===== config.mk =====
export PLATFORM = sky130hd
export DESIGN_NAME = preset_divider
export DESIGN_NICKNAME = d
export VERILOG_FILES = /design/src/rtl/pdiv_pkg.sv /design/src/rtl/pdiv_sync.sv /design/src/rtl/pdiv_shifter.sv /design/src/rtl/pdiv_core.sv /design/src/rtl/preset_divider.sv
export SDC_FILE = /design/constraint.sdc
export NUM_CORES = 1
export LEC_CHECK = 0
export ABC_AREA = 1
export BUFFER_PORTS_ARGS = -buffer_cell sky130_fd_sc_hd__buf_2
export CORE_ASPECT_RATIO = 0.7
export CORE_MARGIN = 1.5
export CORE_UTILIZATION = 50
export DETAILED_ROUTE_END_ITERATION = 6
export PLACE_DENSITY = 0.66
export SYNTH_ARGS = -nofsm -noshare
export SYNTH_HDL_FRONTEND = slang
export SYNTH_HIERARCHICAL = 1
export SYNTH_SLANG_ARGS = --single-unit

===== constraint.sdc =====
create_clock -name clk -period 1.6 [get_ports clk]
set_clock_uncertainty 0.15 [all_clocks]
set_input_delay 0.08 -clock clk [delete_from_list [all_inputs] [get_ports clk]]
set_output_delay 0.08 -clock clk [all_outputs]
set_load 0.03 [all_outputs]

===== src/rtl/pdiv_pkg.sv =====
package pdiv_pkg;
    typedef enum logic [0:0] {
        ST_FREE = 1'b0,
        ST_PROG = 1'b1
    } pdiv_state_e;
endpackage


===== src/rtl/pdiv_sync.sv =====
module pdiv_sync #(
    parameter int STAGES = 2,
    parameter bit EDGE   = 1'b0
) (
    input  logic clk,
    input  logic rst,
    input  logic din,
    output logic q
);
    logic [STAGES-1:0] sh;

    always_ff @(posedge clk) begin
        if (rst) sh <= '0;
        else     sh <= {sh[STAGES-2:0], din};
    end

    generate
        if (EDGE) begin : g_edge
            logic prev;
            always_ff @(posedge clk) begin
                if (rst) prev <= 1'b0;
                else     prev <= sh[STAGES-1];
            end
            assign q = sh[STAGES-1] & ~prev;
        end else begin : g_level
            assign q = sh[STAGES-1];
        end
    endgenerate
endmodule


===== src/rtl/pdiv_shifter.sv =====
module pdiv_shifter #(
    parameter int W = 12
) (
    input  logic         clk,
    input  logic         rst,
    input  logic         shift_en,
    input  logic         din,
    output logic [W-1:0] q
);
    always_ff @(posedge clk) begin
        if (rst)           q <= '0;
        else if (shift_en) q <= {q[W-2:0], din};
    end

    assert_shift_msb_first_R2: assert property (@(posedge clk) disable iff (rst)
        shift_en |=> q == {$past(q[W-2:0]), $past(din)});
    assert_shift_hold_R2: assert property (@(posedge clk) disable iff (rst)
        !shift_en |=> $stable(q));
endmodule


===== src/rtl/pdiv_core.sv =====
module pdiv_core
    import pdiv_pkg::*;
#(
    parameter int W      = 12,
    parameter int WIN_LO = 3300,
    parameter int WIN_HI = 3830
) (
    input  logic         clk,
    input  logic         rst,
    input  logic         prog_mode,
    input  logic         strobe,
    input  logic [W-1:0] preset_val,
    output logic         pulse,
    output logic         range_err
);
    localparam logic [W-1:0] ALL_ONES = {W{1'b1}};
    localparam logic [W-1:0] LO_V     = W'(WIN_LO);
    localparam logic [W-1:0] HI_V     = W'(WIN_HI);

    pdiv_state_e  state_q, state_d;
    logic [W-1:0] cnt_q, latch_q, reload_val;
    logic         carry;

    always_comb begin
        state_d = state_q;
        unique case (state_q)
            ST_FREE: if (prog_mode)  state_d = ST_PROG;
            ST_PROG: if (!prog_mode) state_d = ST_FREE;
            default: state_d = ST_FREE;
        endcase
    end

    always_ff @(posedge clk) begin
        if (rst) state_q <= ST_FREE;
        else     state_q <= state_d;
    end

    assign carry      = (cnt_q == ALL_ONES);
    assign reload_val = (state_q == ST_PROG) ? latch_q : '0;

    always_ff @(posedge clk) begin
        if (rst) begin
            cnt_q     <= '0;
            latch_q   <= '0;
            pulse     <= 1'b0;
            range_err <= 1'b0;
        end else begin
            pulse <= carry;
            if (strobe) begin
                latch_q   <= preset_val;
                cnt_q     <= preset_val;
                range_err <= (preset_val < LO_V) || (preset_val > HI_V);
            end else if (carry) begin
                cnt_q <= reload_val;
            end else begin
                cnt_q <= cnt_q + 1'b1;
            end
        end
    end

    assert_preset_R3: assert property (@(posedge clk) disable iff (rst)
        strobe |=> (cnt_q == $past(preset_val)) && (latch_q == $past(preset_val)));
    assert_count_step_R4: assert property (@(posedge clk) disable iff (rst)
        (!strobe && cnt_q != ALL_ONES) |=> cnt_q == $past(cnt_q) + 1'b1);
    assert_carry_pulse_R4: assert property (@(posedge clk) disable iff (rst)
        (cnt_q == ALL_ONES) |=> pulse);
    assert_pulse_width_R4: assert property (@(posedge clk) disable iff (rst)
        (pulse && cnt_q != ALL_ONES) |=> !pulse);
    assert_prog_reload_R5: assert property (@(posedge clk) disable iff (rst)
        (carry && !strobe && state_q == ST_PROG) |=> cnt_q == $past(latch_q));
    assert_free_reload_R6: assert property (@(posedge clk) disable iff (rst)
        (carry && !strobe && state_q == ST_FREE) |=> cnt_q == '0);
    assert_flag_hold_R8: assert property (@(posedge clk) disable iff (rst)
        !strobe |=> $stable(range_err));
endmodule


===== src/rtl/preset_divider.sv =====
module preset_divider #(
    parameter int CNT_W       = 12,
    parameter int WIN_LO      = 3300,
    parameter int WIN_HI      = 3830,
    parameter int SYNC_STAGES = 2
) (
    input  logic clk,
    input  logic rst,
    input  logic ser_data,
    input  logic ser_clk,
    input  logic load_strobe,
    input  logic prog_mode,
    output logic div_pulse,
    output logic range_err
);
    logic             shift_rise, data_s, strobe_rise;
    logic [CNT_W-1:0] shift_q;

    pdiv_sync #(.STAGES(SYNC_STAGES), .EDGE(1'b1)) u_sclk (
        .clk(clk), .rst(rst), .din(ser_clk), .q(shift_rise));
    pdiv_sync #(.STAGES(SYNC_STAGES), .EDGE(1'b0)) u_sdat (
        .clk(clk), .rst(rst), .din(ser_data), .q(data_s));
    pdiv_sync #(.STAGES(SYNC_STAGES), .EDGE(1'b1)) u_strb (
        .clk(clk), .rst(rst), .din(load_strobe), .q(strobe_rise));

    pdiv_shifter #(.W(CNT_W)) u_shift (
        .clk(clk), .rst(rst), .shift_en(shift_rise), .din(data_s), .q(shift_q));

    pdiv_core #(.W(CNT_W), .WIN_LO(WIN_LO), .WIN_HI(WIN_HI)) u_core (
        .clk(clk), .rst(rst), .prog_mode(prog_mode), .strobe(strobe_rise),
        .preset_val(shift_q), .pulse(div_pulse), .range_err(range_err));

    assert_reset_quiet_R1: assert property (@(posedge clk)
        rst |=> !div_pulse && !range_err);
endmodule


=== Word-level counts from Yosys, hierarchy flattened ===
Index checks and enable logic that the tools add are counted.

* Add/sub/neg operators: 1
* $lt $le $gt $ge: 2
* Eq/ne operators: 1
* Muxes and demuxes: 4
* Bitwise logic cells: 4
* Reductions and logical operators: 1

{| class="wikitable"
|+ Operators by type and width
! kind !! count
|-
| two-way mux 12 bit || 3
|-
| adder 12 x 1 -> 12 bit, second input constant || 1
|-
| equality test 12 bit, second input constant || 1
|-
| > comparator 12 bit, second input constant || 1
|-
| < comparator 12 bit, second input constant || 1
|-
| AND 1 bit || 2
|-
| NOT 1 bit || 2
|-
| logical OR 1 bit || 1
|-
| two-way mux 1 bit || 1
|}

* Bits in registers: 47
* Input port bits: 6
* Logic and storage cells: 24

=== Logic depth before layout (Yosys ltp) ===
Gate-level depths: netlist (run 1).

* Word-level depth: 3
* Gate-level depth with buffers: 9
* Mapped depth without buffers: 9

=== Cells and area by module ===
The synthesis (run 1) kept the hierarchy.

{| class="wikitable"
|+ By module, submodules not included
! module !! times used !! cells each !! area an instance (sq um) !! seq. area each (sq um)
|-
| pdiv_core || 1 || 207 || 1,400.1 || 540.5
|-
| pdiv_shifter || 1 || 76 || 496.7 || 240.2
|-
| pdiv_sync (u_sclk ...) || 2 || 10 || 86.3 || 60.1
|-
| pdiv_sync (u_sdat) || 1 || 6 || 55.1 || 40.0
|}

=== Least setup slack after synthesis (run 1) ===
No wires, ideal clock.

* Kind: reg-to-reg
* From: register u_core.cnt_q[0]
* To: register u_core.cnt_q[9]
* Arrival: 1.143 ns
* Slack: 0.173 ns
* Cell stages (with the launch flop): 9
* Buffers on the path: 0
* Path through: dfxtp_1 ha_1 nand3_2 nor2_1 nand4_1 nand2_1 nand2_1 nand2_1 a21oi_1

* Cells in the longest elaborated chain, start to end: 3
* Elaborated cells on any way between the ends: 4

{| class="wikitable"
|+ RTL lines
! item !! RTL line !! text
|-
| start: declaration || pdiv_core.sv:21 || <nowiki>logic [W-1:0] cnt_q, latch_q, reload_val;</nowiki>
|-
| start signal: assignment || pdiv_core.sv:51 || <nowiki>cnt_q <= preset_val;</nowiki>
|-
| start signal: assignment || pdiv_core.sv:54 || <nowiki>cnt_q <= reload_val;</nowiki>
|-
| start signal: assignment || pdiv_core.sv:56 || <nowiki>cnt_q <= cnt_q + 1'b1;</nowiki>
|-
| adder 12 x 1 -> 12 bit / equality test 12 bit (equally long branches) || pdiv_core.sv:56, pdiv_core.sv:38 ||
|-
| two-way mux 12 bit (*) || pdiv_core.sv:53 || <nowiki>end else if (carry) begin</nowiki>
|-
| two-way mux 12 bit (*) || pdiv_core.sv:49 || <nowiki>if (strobe) begin</nowiki>
|}

Mark *: on every way between the ends. The rest lies on a longest branch, timed or not.
A chain may end at the register's enable or synchronous reset.

=== Final worst setup path (run 1) ===
* From: register u_core.cnt_q[1]
* To: register u_core.cnt_q[5]

The elaborated chain is that of the path after synthesis.

==> out/metrics.csv, run 1 <==
stage,metric,value,unit
synth,compound-gate portion of the synthesized area,9.48,%
timing,endpoints failing hold,0,
clock_tree,TritonCTS clock tree,built,
final_layout,"non-filler cells, final",375,
drt,routed len/inst,11.0,um
hold_path,worst hold path class,primary input to flip-flop,
final_layout,share of post-route cells with drive strength above 1,12.1,%
final_layout,# nets final,330,
synth,syn nets,316,
setup_path,WP data required,1.64,ns
timing,max_slew headroom,71.7,%
final_layout,"commonest non-fill, non-tap cell in the layout",nand2_1,
pwr,Peak VDD IR,0.000706,V
timing,Worst Tran Pin Value,0.424,ns
timing,"Min Clock Period, post-route",1.54,ns
global_routing,largest net degree at the start of global routing,26,
timing,fmax,648,MHz
hold_path,Hold EP,u_core/cnt_q[5],
clock_tree,htree depth,2,
place,placed cell area,2220,um^2
job,Max-Cap Viols,0,
pwr,Clk network pwr share,33.4,%
synth,sequential fraction of the synthesis area,44.3,%
timing,fin worst setup slack,0.0557,ns
timing,RSZ-0062 raised after global routing,yes,
setup_path,startpoint types,flip-flop,
hold_path,hold wc startpoint,rst,
setup_path,reg2reg setup slack,0.06,ns
pwr,Net Sw Power,0.496,mW
place,GP Congestion,0.843,
synth,Synth cell types,27,
synth,Mapped Avg Cell Area,6.88,um^2
place,Placement Setup Slack,-0.00637,ns
hold_path,hold path depth,3,
clock_tree,Clock Tree Buf Depth,2,
pwr,P_int,1.61,mW
drt,Remaining DRCs,0,
timing,Slew Limit Fails,0,
pwr,Switching Share,23.5,%
clock_tree,clk slew on worst S/H paths,0.08,ns
pwr,power per standard cell area,882,nW/um^2
drt,DRT Pass-1 Iters,4,
drt,drt via density,4.80,
timing,final setup fails,0,
place,Post-Place Cells,363,
synth,post-synthesis adder-cell area fraction,0.589,%
setup_path,"Arr. time, crit path",1.58,ns
global_routing,global-route usage over all layers,20.4,%
clock_tree,Clock Tree Root,clkbuf_8,
run_status,status,completed,
clock_tree,later-pin clock latency in the skew report,0.29,ns
setup_path,r2r startpoint,u_core/cnt_q[1],
setup_path,RR Endpoint,u_core/cnt_q[5],
drt,total wire length after detailed routing,4.13,mm
floorplan,core outline area,3990,um^2
setup_path,Critical Path End Type,flip-flop,
synth,Synth Warn #,6,
synth,post-synthesis cell area,2120,um^2
synth,Post-Synth Simple-Gate Area,34.6,%
timing,setup TNS after final layout,0,ns
pwr,total power,2.11,mW
synth,Syn Inst Count,309,
drt,Antenna Violating Nets Remaining,0,
drt,via count,1799,
final_layout,most frequent cells in the layout,"nand2_1 (95), nor2_1 (46), dfxtp_1 (44)",
final_layout,ANT cells,0,
clock_tree,CTS buffer count,5,
final_layout,post-route cell area,2390,um^2
timing,final worst-path cycle share,96.5,%
floorplan,die area,4660,um^2
global_routing,global-route wire length before repair,7.20,mm
pwr,Comb power frac,7.7,%
setup_path,worst reg-to-reg path cell count,8,
floorplan,row count,19,
synth,Synth Area in XOR/XNOR,1.65,%
pwr,Reg power frac,58.9,%
final_layout,final core occ,59.9,%
final_layout,fillers,381,
global_routing,vias in the first global route,1585,
timing,WHS,0.0367,ns
synth,mux share of post-synthesis cell area,0,%
place,port bufs,7,
synth,main combinational cell family by area after synthesis,simple AND/OR/NAND/NOR gates,
global_routing,initial antenna violation count,0,
place,hpwl dp,2.89,mm
clock_tree,clock sink count,47,
floorplan,Ports,8,
pwr,Static Leak,0.937,nW
final_layout,Synth-to-Final Area Change,12.7,%
drt,Starting DRT DRC Count,85,
synth,register bit total from synthesis,47,
setup_path,CP Class,flip-flop to flip-flop,
floorplan,initial core utilization,53.2,%
floorplan,DIE HEIGHT,57.5,um
floorplan,Die W,80.9,um
global_routing,total grt overflow,0,
setup_path,Worst Path Max Fanout,5,
[how the worst max path moves through the flow]
stage / start / end / cells after the start / slack, ns
after global placement: u_core/cnt_q[0] / u_core/cnt_q[9] / 8 / 0.05
final: u_core/cnt_q[1] / u_core/cnt_q[5] / 8 / 0.06
after floorplan: u_core/cnt_q[0] / u_core/cnt_q[9] / 8 / 0.17
after detailed placement: u_core/cnt_q[0] / u_core/cnt_q[11] / 8 / -0.006
after CTS: u_core/cnt_q[0] / u_core/cnt_q[11] / 8 / 0.009
after global routing: u_core/cnt_q[1] / u_core/cnt_q[5] / 8 / -0.03
[Yosys cell counts (all sizes together)]
cell | count | area [um^2]
buf | 7 | 45.0
nor3 | 2 | 10.0
o21a | 1 | 7.51
inv | 38 | 143
o21ai | 7 | 35.0
a31oi | 1 | 6.26
o21bai | 2 | 15.0
a21oi | 26 | 138
nand2 | 97 | 369
xor2 | 3 | 26.3
xnor2 | 1 | 8.76
ha | 1 | 12.5
nor2 | 53 | 231
nand3 | 14 | 87.6
dfxtp | 47 | 941
clkbuf | 3 | 11.3
nand4 | 6 | 37.5
[layout make-up]
class / count / area [um^2] / share of cell area (%)
Multi-Input combinational cell: 214 / 1010 / 42.3
Sequential cell: 47 / 950 / 39.7
Inverter: 38 / 145 / 6.06
Timing Repair Buffer: 17 / 133 / 5.54
Clock buffer: 6 / 82.6 / 3.45
Tap cell: 52 / 65.1 / 2.72
Clock inverter: 1 / 5.00 / 0.209
[per-layer routing]
metal | vias to the layer above | wire length, um | global-route usage [%]
met1 | 791 | 2130 | 29.8
met5 | - | 0 | 0
met2 | 27 | 1800 | 29.4
li1 | 979 | - | -
met4 | 0 | 19 | 4.43
met3 | 2 | 177 | 6.40
[cell families (layout without fill, tap and decap cells)]
family / Yosys count / after routing
flops: 47 / 47
simple gates: 172 / 172
xor+xnor: 4 / 4
fa+ha+maj: 1 / 1
buf+inv: 48 / 62
compound gates: 37 / 37
[what timing repair did]
item,CTS,global route
resized for setup,1,12
gates cloned,0,0
endpoints found under the setup margin,3,12
pin swaps,0,6
setup buffers,0,1
hold buffers,4,0
endpoints found under the hold margin,4,0
[sequential cells by signal, summed over array words and instances, names as in the netlist]
signal              flops
u_core/cnt_q           12
u_core/latch_q         12
u_shift/q              12
u_sclk/sh               2
u_sdat/sh               2
u_strb/sh               2
u_core/pulse            1
u_core/range_err        1
u_core/state_q          1
u_sclk/g_edge.prev      1
u_strb/g_edge.prev      1
[power groups by stage]
stage	Clock [mW]	Combinational, mW	Sequential, mW
CTS	0.734	0.156	1.24
global route	0.788	0.189	1.25
finish	0.705	0.162	1.24
detailed placement	0	0.148	1.27
floorplan	0	0.117	1.26
global placement	0	0.146	1.27
[critical path: stages (launching register included)]
cell and delay [ns]:
dfxtp_4 0.37, ha_4 0.17, nand3_4 0.08, nor2_1 0.11, nand4_1 0.19, nand2_1 0.17, nand2_1 0.07, nand2_1 0.08
a21oi_2 0.05
Power figures use the tool's default switching activity.
==> run 2, diff against run 1 <==
Settings changed: SYNTH_HIERARCHICAL 1 to not set.
==> run 2 against run 1 <==
Effect of this change:
- count of clock-buffer cells in the layout unchanged
- die area decreased by 2.1%
- largest cell class unchanged
- area after synthesis decreased by 2.2%
- critical endpoint is now u_core.cnt_q[7]
- highest routed layer unchanged
==> out/metrics.csv, run 2 <==
stage,metric,value,unit,change
setup_path,worst-path cell chain,nand2_1 -> nor2_4 -> nand3_2 -> nand3_1 -> nand2_1 -> nand2_1 -> a21oi_2,,was ha_4 -> nand3_4 -> nor2_1 -> nand4_1 -> nand2_1 -> nand2_1 -> nand2_1 -> a21oi_2
drt,via count,1740,,"was 1,799"
timing,Slew Limit Fails,0,,unchanged
global_routing,global-route wire length before repair,7.56,mm,was 7.20 mm
synth,syn nets,288,,was 316
synth,Synth cell types,28,,was 27
final_layout,# nets final,306,,was 330
setup_path,WP data required,1.64,ns,about the same
clock_tree,htree depth,2,,unchanged
run_status,status,completed,,unchanged
timing,final worst-path cycle share,93.8,%,was 96.5%
timing,fmax,667,MHz,was 648 MHz
synth,"FFs w/ async S/R, synth",0,%,unchanged
drt,Remaining DRCs,0,,unchanged
drt,Starting DRT DRC Count,123,,was 85
timing,final setup fails,0,,unchanged
clock_tree,later-pin clock latency in the skew report,0.30,ns,was 0.29 ns
floorplan,core outline area,3950,um^2,was 3990 um^2
setup_path,CP Depth,7,,was 8
setup_path,"slowest stage delay, CP",0.39,ns,was 0.37 ns
final_layout,fillers,377,,was 381
final_layout,register area,946,um^2,was 950 um^2
global_routing,global-route usage over all layers,21.5,%,was 20.4%
floorplan,die area,4560,um^2,was 4660 um^2
place,hpwl dp,2.92,mm,was 2.89 mm
pwr,Static Leak,1.03,nW,was 0.937 nW
synth,sequential fraction of the synthesis area,45.3,%,was 44.3%
setup_path,startpoint types,flip-flop,,unchanged
setup_path,CP bufs+invs,0,,unchanged
floorplan,Die W,80.1,um,was 80.9 um
timing,Worst Tran Pin Value,0.414,ns,was 0.424 ns
setup_path,CP Class,flip-flop to flip-flop,,unchanged
clock_tree,Clock Tree Root,clkbuf_8,,unchanged
floorplan,initial core utilization,52.7,%,was 53.2%
synth,Synth area leader,dfxtp_1,,unchanged
timing,setup TNS after final layout,0,ns,unchanged
setup_path,Critical Path End Type,flip-flop,,unchanged
drt,drt via density,4.96,,was 4.80
job,Max-Cap Viols,0,,unchanged
setup_path,Critical path origin,u_core.cnt_q[8],,was u_core/cnt_q[1]
drt,Antenna Violating Nets Remaining,0,,unchanged
final_layout,share of post-route cells with drive strength above 1,14.4,%,was 12.1%
floorplan,row count,19,,unchanged
synth,Mapped Avg Cell Area,7.40,um^2,was 6.88 um^2
synth,Synth top area share,45.3,%,was 44.3%
setup_path,worst setup path end,u_core.cnt_q[7],,was u_core/cnt_q[5]
global_routing,largest net degree at the start of global routing,27,,was 26
global_routing,initial antenna violation count,0,,unchanged
floorplan,Ports,8,,unchanged
timing,endpoints failing hold,0,,unchanged
synth,register bit total from synthesis,47,,unchanged
floorplan,DIE HEIGHT,56.9,um,was 57.5 um
drt,DRT Pass-1 Iters,4,,unchanged
final_layout,ANT cells,0,,unchanged
final_layout,top flop regs,"u_core.cnt_q (12), u_core.latch_q (12), u_shift.q (12)",,"was u_core/cnt_q (12), u_core/latch_q (12), u_shift/q (12)"
place,Post-Place Cells,333,,was 363
drt,routed len/inst,12.1,um,was 11.0 um
synth,Synth area leaders,"dfxtp_1 (45%), nand2_1 (13%), nor2_1 (6.7%)",,"was dfxtp_1 (44%), nand2_1 (17%), nor2_1 (8.5%)"
setup_path,Crit path max-delay family,simple AND/OR/NAND/NOR gates,,unchanged
hold_path,worst hold path class,flip-flop to flip-flop,,was primary input to flip-flop
place,port bufs,7,,unchanged
timing,"Min Clock Period, post-route",1.50,ns,was 1.54 ns
synth,Main synth FF type,dfxtp_1,,unchanged
final_layout,final core occ,60.7,%,was 59.9%
clock_tree,clk slew on worst S/H paths,0.09,ns,was 0.08 ns
setup_path,RR Endpoint,u_core.cnt_q[7],,was u_core/cnt_q[5]
clock_tree,CTS buffer count,5,,unchanged
synth,post-synthesis cell area,2080,um^2,was 2120 um^2
setup_path,Worst Path Max Fanout,5,,unchanged
drt,total wire length after detailed routing,4.25,mm,was 4.13 mm
final_layout,"commonest non-fill, non-tap cell in the layout",nand2_1,,unchanged
clock_tree,clock sink count,47,,unchanged
timing,max_slew headroom,72.4,%,was 71.7%
pwr,Peak VDD IR,0.000545,V,was 0.000706 V
synth,Syn Inst Count,281,,was 309
final_layout,multi-input logic area,1020,um^2,was 1010 um^2
setup_path,reg2reg setup slack,0.1,ns,was 0.06 ns
place,placed cell area,2160,um^2,was 2220 um^2
setup_path,r2r startpoint,u_core.cnt_q[8],,was u_core/cnt_q[1]
setup_path,CP most frequent cell,nand2_1,,unchanged
final_layout,Synth-to-Final Area Change,15.2,%,was 12.7%
synth,most common cell in the netlist,nand2_1,,unchanged
pwr,power per standard cell area,930,nW/um^2,was 882 nW/um^2
final_layout,post-route cell area,2390,um^2,unchanged
setup_path,"Arr. time, crit path",1.54,ns,was 1.58 ns
global_routing,total grt overflow,0,,unchanged
setup_path,worst reg-to-reg path cell count,7,,was 8
synth,Synth Warn #,0,,was 6
final_layout,most frequent cells in the layout,"nand2_1 (71), dfxtp_1 (45), nor2_1 (37)",,"was nand2_1 (95), nor2_1 (46), dfxtp_1 (44)"
place,GP Congestion,0.824,,was 0.843
final_layout,"non-filler cells, final",351,,was 375
synth,number of enable flip-flop cells after synthesis,0,,unchanged
setup_path,slowest CP cell,dfxtp_1,,was dfxtp_4
clock_tree,TritonCTS clock tree,built,,unchanged
synth,"top cells by count, synth","nand2_1 (71), dfxtp_1 (47), nor2_1 (37)",,"was nand2_1 (95), nor2_1 (48), dfxtp_1 (47)"
global_routing,vias in the first global route,1583,,"was 1,585"
clock_tree,Clock Tree Buf Depth,2,,unchanged
==> run 2: cell count changes after synthesis, moves of 2 or more <==
cell	change
nor2_4	-2
buf_6	-2
xor2_1	-3
clkbuf_1	+4
nor2_1	-11
inv_1	-13
o21ai_0	+13
o21bai_1	-2
nor2_8	+2
xnor2_1	+3
nand3_1	+3
a21oi_2	+3
nand2_1	-24
nand3b_1	+2
==> run 2: how the worst min path moves through the flow <==
| stage | start | end | slack [ns] | cells after the start |
|---|---|---|---|---|
| 6_report | u_sdat.sh[0] | u_sdat.sh[1] | 0.26 | 2 |
| 2_1_floorplan | prog_mode | u_core.state_q | 0.04 | 2 |
| 3_5_place_dp | prog_mode | u_core.state_q | 0.14 | 3 |
| 5_1_grt | u_sclk.sh[0] | u_sclk.sh[1] | 0.28 | 2 |
| 4_1_cts | u_sdat.sh[0] | u_sdat.sh[1] | 0.26 | 2 |
| 3_3_place_gp | prog_mode | u_core.state_q | 0.13 | 3 |
==> run 2: routing by layer <==
layer	vias up	global-route usage, %	routed length (um)	share of wire (%)
met5	-	0	0	0
met4	0	5.17	36	0.85
met3	5	6.72	220	5.2
met2	32	27.0	1600	38
met1	769	34.7	2390	56
li1	934	-	-	-
==> run 2: through the flow <==
step	power [mW]	hold WS, ns	setup WS (ns)
floorplan	1.36	0.0370	0.154
CTS	2.24	0.262	0.00249
global route	2.35	0.282	-0.0129
detailed placement	1.40	0.138	0.0121
global placement	1.39	0.130	0.0757
finish	2.23	0.262	0.0997
==> run 2: timing repair <==
| action | CTS | global route |
|---|---|---|
| endpoints found under the setup margin | 1 | 12 |
| hold endpoints to repair | 10 | 0 |
| setup buffers | 2 | 0 |
| pin swaps | 1 | 2 |
| resized for setup | 1 | 6 |
| hold buffers | 8 | 0 |
| gates cloned | 0 | 1 |
==> run 2: logic make-up after synthesis <==
logic type	count (synthesis)	synth area share, %
buffers and inverters	37	6.98
DFF	47	45.3
AOI/OAI and AO/OA	50	13.2
and+or+nand+nor	142	32.2
adders and majority gates	1	0.602
xor gates and xnor gates	4	1.69
==> run 2: cell type report <==
type                            instances  share of cell area (%)
Sequential cell                        47                    39.5
Clock inverter                          1                    1.25
Multi-Input combinational cell        198                    42.6
Clock buffer                            6                    3.03
Inverter                               26                    4.08
Timing Repair Buffer                   21                    6.85
Tap cell                               52                    2.72
==> run 2: power breakdown <==
| group | total (mW) | internal, mW | switching [mW] |
|---|---|---|---|
| sequential | 1.24 | 1.21 | 0.0324 |
| combinational | 0.151 | 0.0626 | 0.0880 |
| clock | 0.836 | 0.458 | 0.378 |
==> run 2: worst min-delay path, stage by stage (launching register included) <==
cell and delay (ns):
dfxtp_1 0.31, inv_1 0.04, nor2_1 0.03
==> run 3, diff against run 2 <==
Settings changed: GPL_TIMING_DRIVEN set to 0.
==> run 3 against run 2 <==
Effect of this change:
- register-to-register slack is essentially flat
- total power shrank 6.1%
- flip-flop and latch count is the same
- combinational power grew 9%
- via count grew 2.0%
- critical path depth grew 1
- non-clock buffer count grew 6
==> out/metrics.csv, run 3 (synthesis gave the netlist of run 2 again) <==
stage,metric,value,unit,change
clock_tree,Clock Tree Root,clkbuf_8,,unchanged
setup_path,Critical Path End Type,flip-flop,,unchanged
drt,via count,1775,,"was 1,740"
drt,Remaining DRCs,0,,unchanged
setup_path,startpoint types,flip-flop,,unchanged
pwr,power per standard cell area,876,nW/um^2,was 930 nW/um^2
floorplan,die area,4560,um^2,unchanged
timing,final setup fails,0,,unchanged
drt,DRT Pass-1 Iters,4,,unchanged
final_layout,# nets final,311,,was 306
global_routing,initial antenna violation count,0,,unchanged
setup_path,"Arr. time, crit path",1.50,ns,was 1.54 ns
setup_path,CP most frequent cell,nand2_1,,unchanged
drt,Antenna Violating Nets Remaining,0,,unchanged
timing,max_slew headroom,61.7,%,was 72.4%
run_status,status,completed,,unchanged
timing,endpoints failing hold,0,,unchanged
floorplan,DIE HEIGHT,56.9,um,unchanged
drt,Starting DRT DRC Count,110,,was 123
clock_tree,Clock Tree Buf Depth,2,,unchanged
final_layout,most frequent cells in the layout,"nand2_1 (69), dfxtp_1 (44), nor2_1 (35)",,"was nand2_1 (71), dfxtp_1 (45), nor2_1 (37)"
floorplan,row count,19,,unchanged
floorplan,core outline area,3950,um^2,unchanged
final_layout,post-route cell area,2390,um^2,about the same
place,GP Congestion,0.845,,was 0.824
drt,total wire length after detailed routing,4.40,mm,was 4.25 mm
setup_path,Worst Path Max Fanout,5,,unchanged
setup_path,worst-path cell chain,ha_4 -> nand2_4 -> nor2_8 -> nand4_4 -> nand2_2 -> nand2_1 -> nand2_1 -> a21oi_1,,was nand2_1 -> nor2_4 -> nand3_2 -> nand3_1 -> nand2_1 -> nand2_1 -> a21oi_2
clock_tree,htree depth,2,,unchanged
setup_path,Crit path max-delay family,simple AND/OR/NAND/NOR gates,,unchanged
timing,fin worst setup slack,0.113,ns,was 0.0997 ns
job,Max-Cap Viols,0,,unchanged
setup_path,WP data required,1.61,ns,was 1.64 ns
place,hpwl dp,3.28,mm,was 2.92 mm
setup_path,slowest CP cell,dfxtp_2,,was dfxtp_1
hold_path,worst hold path class,primary input to flip-flop,,was flip-flop to flip-flop
clock_tree,clock sink count,47,,unchanged
place,port bufs,6,,was 7
timing,Slew Limit Fails,0,,unchanged
floorplan,Ports,8,,unchanged
place,Placement Setup Slack,-0.0680,ns,was 0.0121 ns
final_layout,share of post-route cells with drive strength above 1,16.7,%,was 14.4%
clock_tree,CTS buffer count,5,,unchanged
drt,routed len/inst,12.3,um,was 12.1 um
pwr,Static Leak,1.04,nW,was 1.03 nW
global_routing,global-route wire length before repair,7.60,mm,was 7.56 mm
timing,fmax,672,MHz,was 667 MHz
final_layout,fillers,395,,was 377
global_routing,global-route usage over all layers,21.9,%,was 21.5%
global_routing,largest net degree at the start of global routing,15,,was 27
final_layout,ANT cells,0,,unchanged
final_layout,final core occ,60.5,%,was 60.7%
timing,"Min Clock Period, post-route",1.49,ns,was 1.50 ns
timing,setup TNS after final layout,0,ns,unchanged
global_routing,vias in the first global route,1629,,"was 1,583"
pwr,Peak VDD IR,0.000505,V,was 0.000545 V
drt,drt via density,4.97,,was 4.96
clock_tree,clk slew on worst S/H paths,0.09,ns,about the same
final_layout,top flop regs,"u_core.cnt_q (12), u_core.latch_q (12), u_shift.q (12)",,unchanged
timing,Worst Tran Pin Value,0.574,ns,was 0.414 ns
final_layout,"commonest non-fill, non-tap cell in the layout",nand2_1,,unchanged
floorplan,Die W,80.1,um,unchanged
floorplan,initial core utilization,52.7,%,unchanged
setup_path,"slowest stage delay, CP",0.36,ns,was 0.39 ns
setup_path,CP Class,flip-flop to flip-flop,,unchanged
clock_tree,later-pin clock latency in the skew report,0.29,ns,was 0.30 ns
timing,WHS,0.0703,ns,was 0.262 ns
setup_path,CP bufs+invs,0,,unchanged
clock_tree,TritonCTS clock tree,built,,unchanged
final_layout,Synth-to-Final Area Change,14.8,%,was 15.2%
global_routing,total grt overflow,0,,unchanged
place,placed cell area,2170,um^2,was 2160 um^2
timing,final worst-path cycle share,93.0,%,was 93.8%
## run 3: cell count changes in the layout (fill, tap and decap cells not counted), moves of 2 or more
cell           previous run  this run
dfxtp_2                   1         3
dlygate4sd3_1             8         4
nand2_1                  71        69
clkbuf_2                  0         2
nor2_1                   37        35
clkbuf_1                  1         6
## run 3: layout make-up
type	instances	area, um^2	area share, %
Buffer	11	50.0	2.10
Clock buffer	6	72.6	3.04
Clock inverter	2	12.5	0.524
Inverter	26	97.6	4.09
Multi-Input combinational cell	197	1020	42.9
Sequential cell	47	945	39.6
Tap cell	52	65.1	2.73
Timing Repair Buffer	16	119	4.98
## run 3: path summary, 6_finish.rpt
kind / startpoint / slack (ns) / cells past startpoint / endpoint
worst max-delay path: u_core.cnt_q[1] / 0.11 / 8 / u_core.cnt_q[5]
worst min-delay path: rst / 0.07 / 2 / u_core.cnt_q[1]
worst max register to register: u_core.cnt_q[1] / 0.11 / 8 / u_core.cnt_q[5]
worst min register to register: u_sclk.sh[0] / 0.25 / 2 / u_sclk.sh[1]
## run 3: report_power, final
part	switching [mW]	internal, mW	total, mW
Combinational	0.0988	0.0659	0.165
Clock	0.380	0.306	0.686
Sequential	0.0311	1.21	1.24
Total	0.510	1.58	2.09
## run 3: stage by stage
stage	power, mW	cells
6_report	2.09	357
5_1_grt	2.19	357
3_5_place_dp	1.40	339
4_1_cts	2.09	353
2_1_floorplan	1.36	281
3_3_place_gp	1.40	339
## run 3: repair_timing
| item | CTS | global route |
|---|---|---|
| gates resized for setup | 6 | 10 |
| endpoints found under the setup margin | 5 | 13 |
| hold buffers | 4 | 0 |
| pin swaps | 1 | 4 |
| endpoints found under the hold margin | 4 | 0 |
| setup buffers | 2 | 4 |
## run 3: worst reg2reg max path: cells and delay by family, from the launching register on
| kind | cells | cell delay, ns |
|---|---|---|
| adders and majority gates | 1 | 0.15 |
| AOI/OAI and AO/OA | 1 | 0.05 |
| DFF | 1 | 0.36 |
| and+or+nand+nor | 6 | 0.64 |
## run 3: layer usage
layer  GRT usage [%]  up-vias  share of wire, %
met3            4.80        2               3.9
met1            32.9      793                54
met5               0        -                 0
li1                -      949                 -
met4            5.17        0              0.55
met2            32.1       31                41
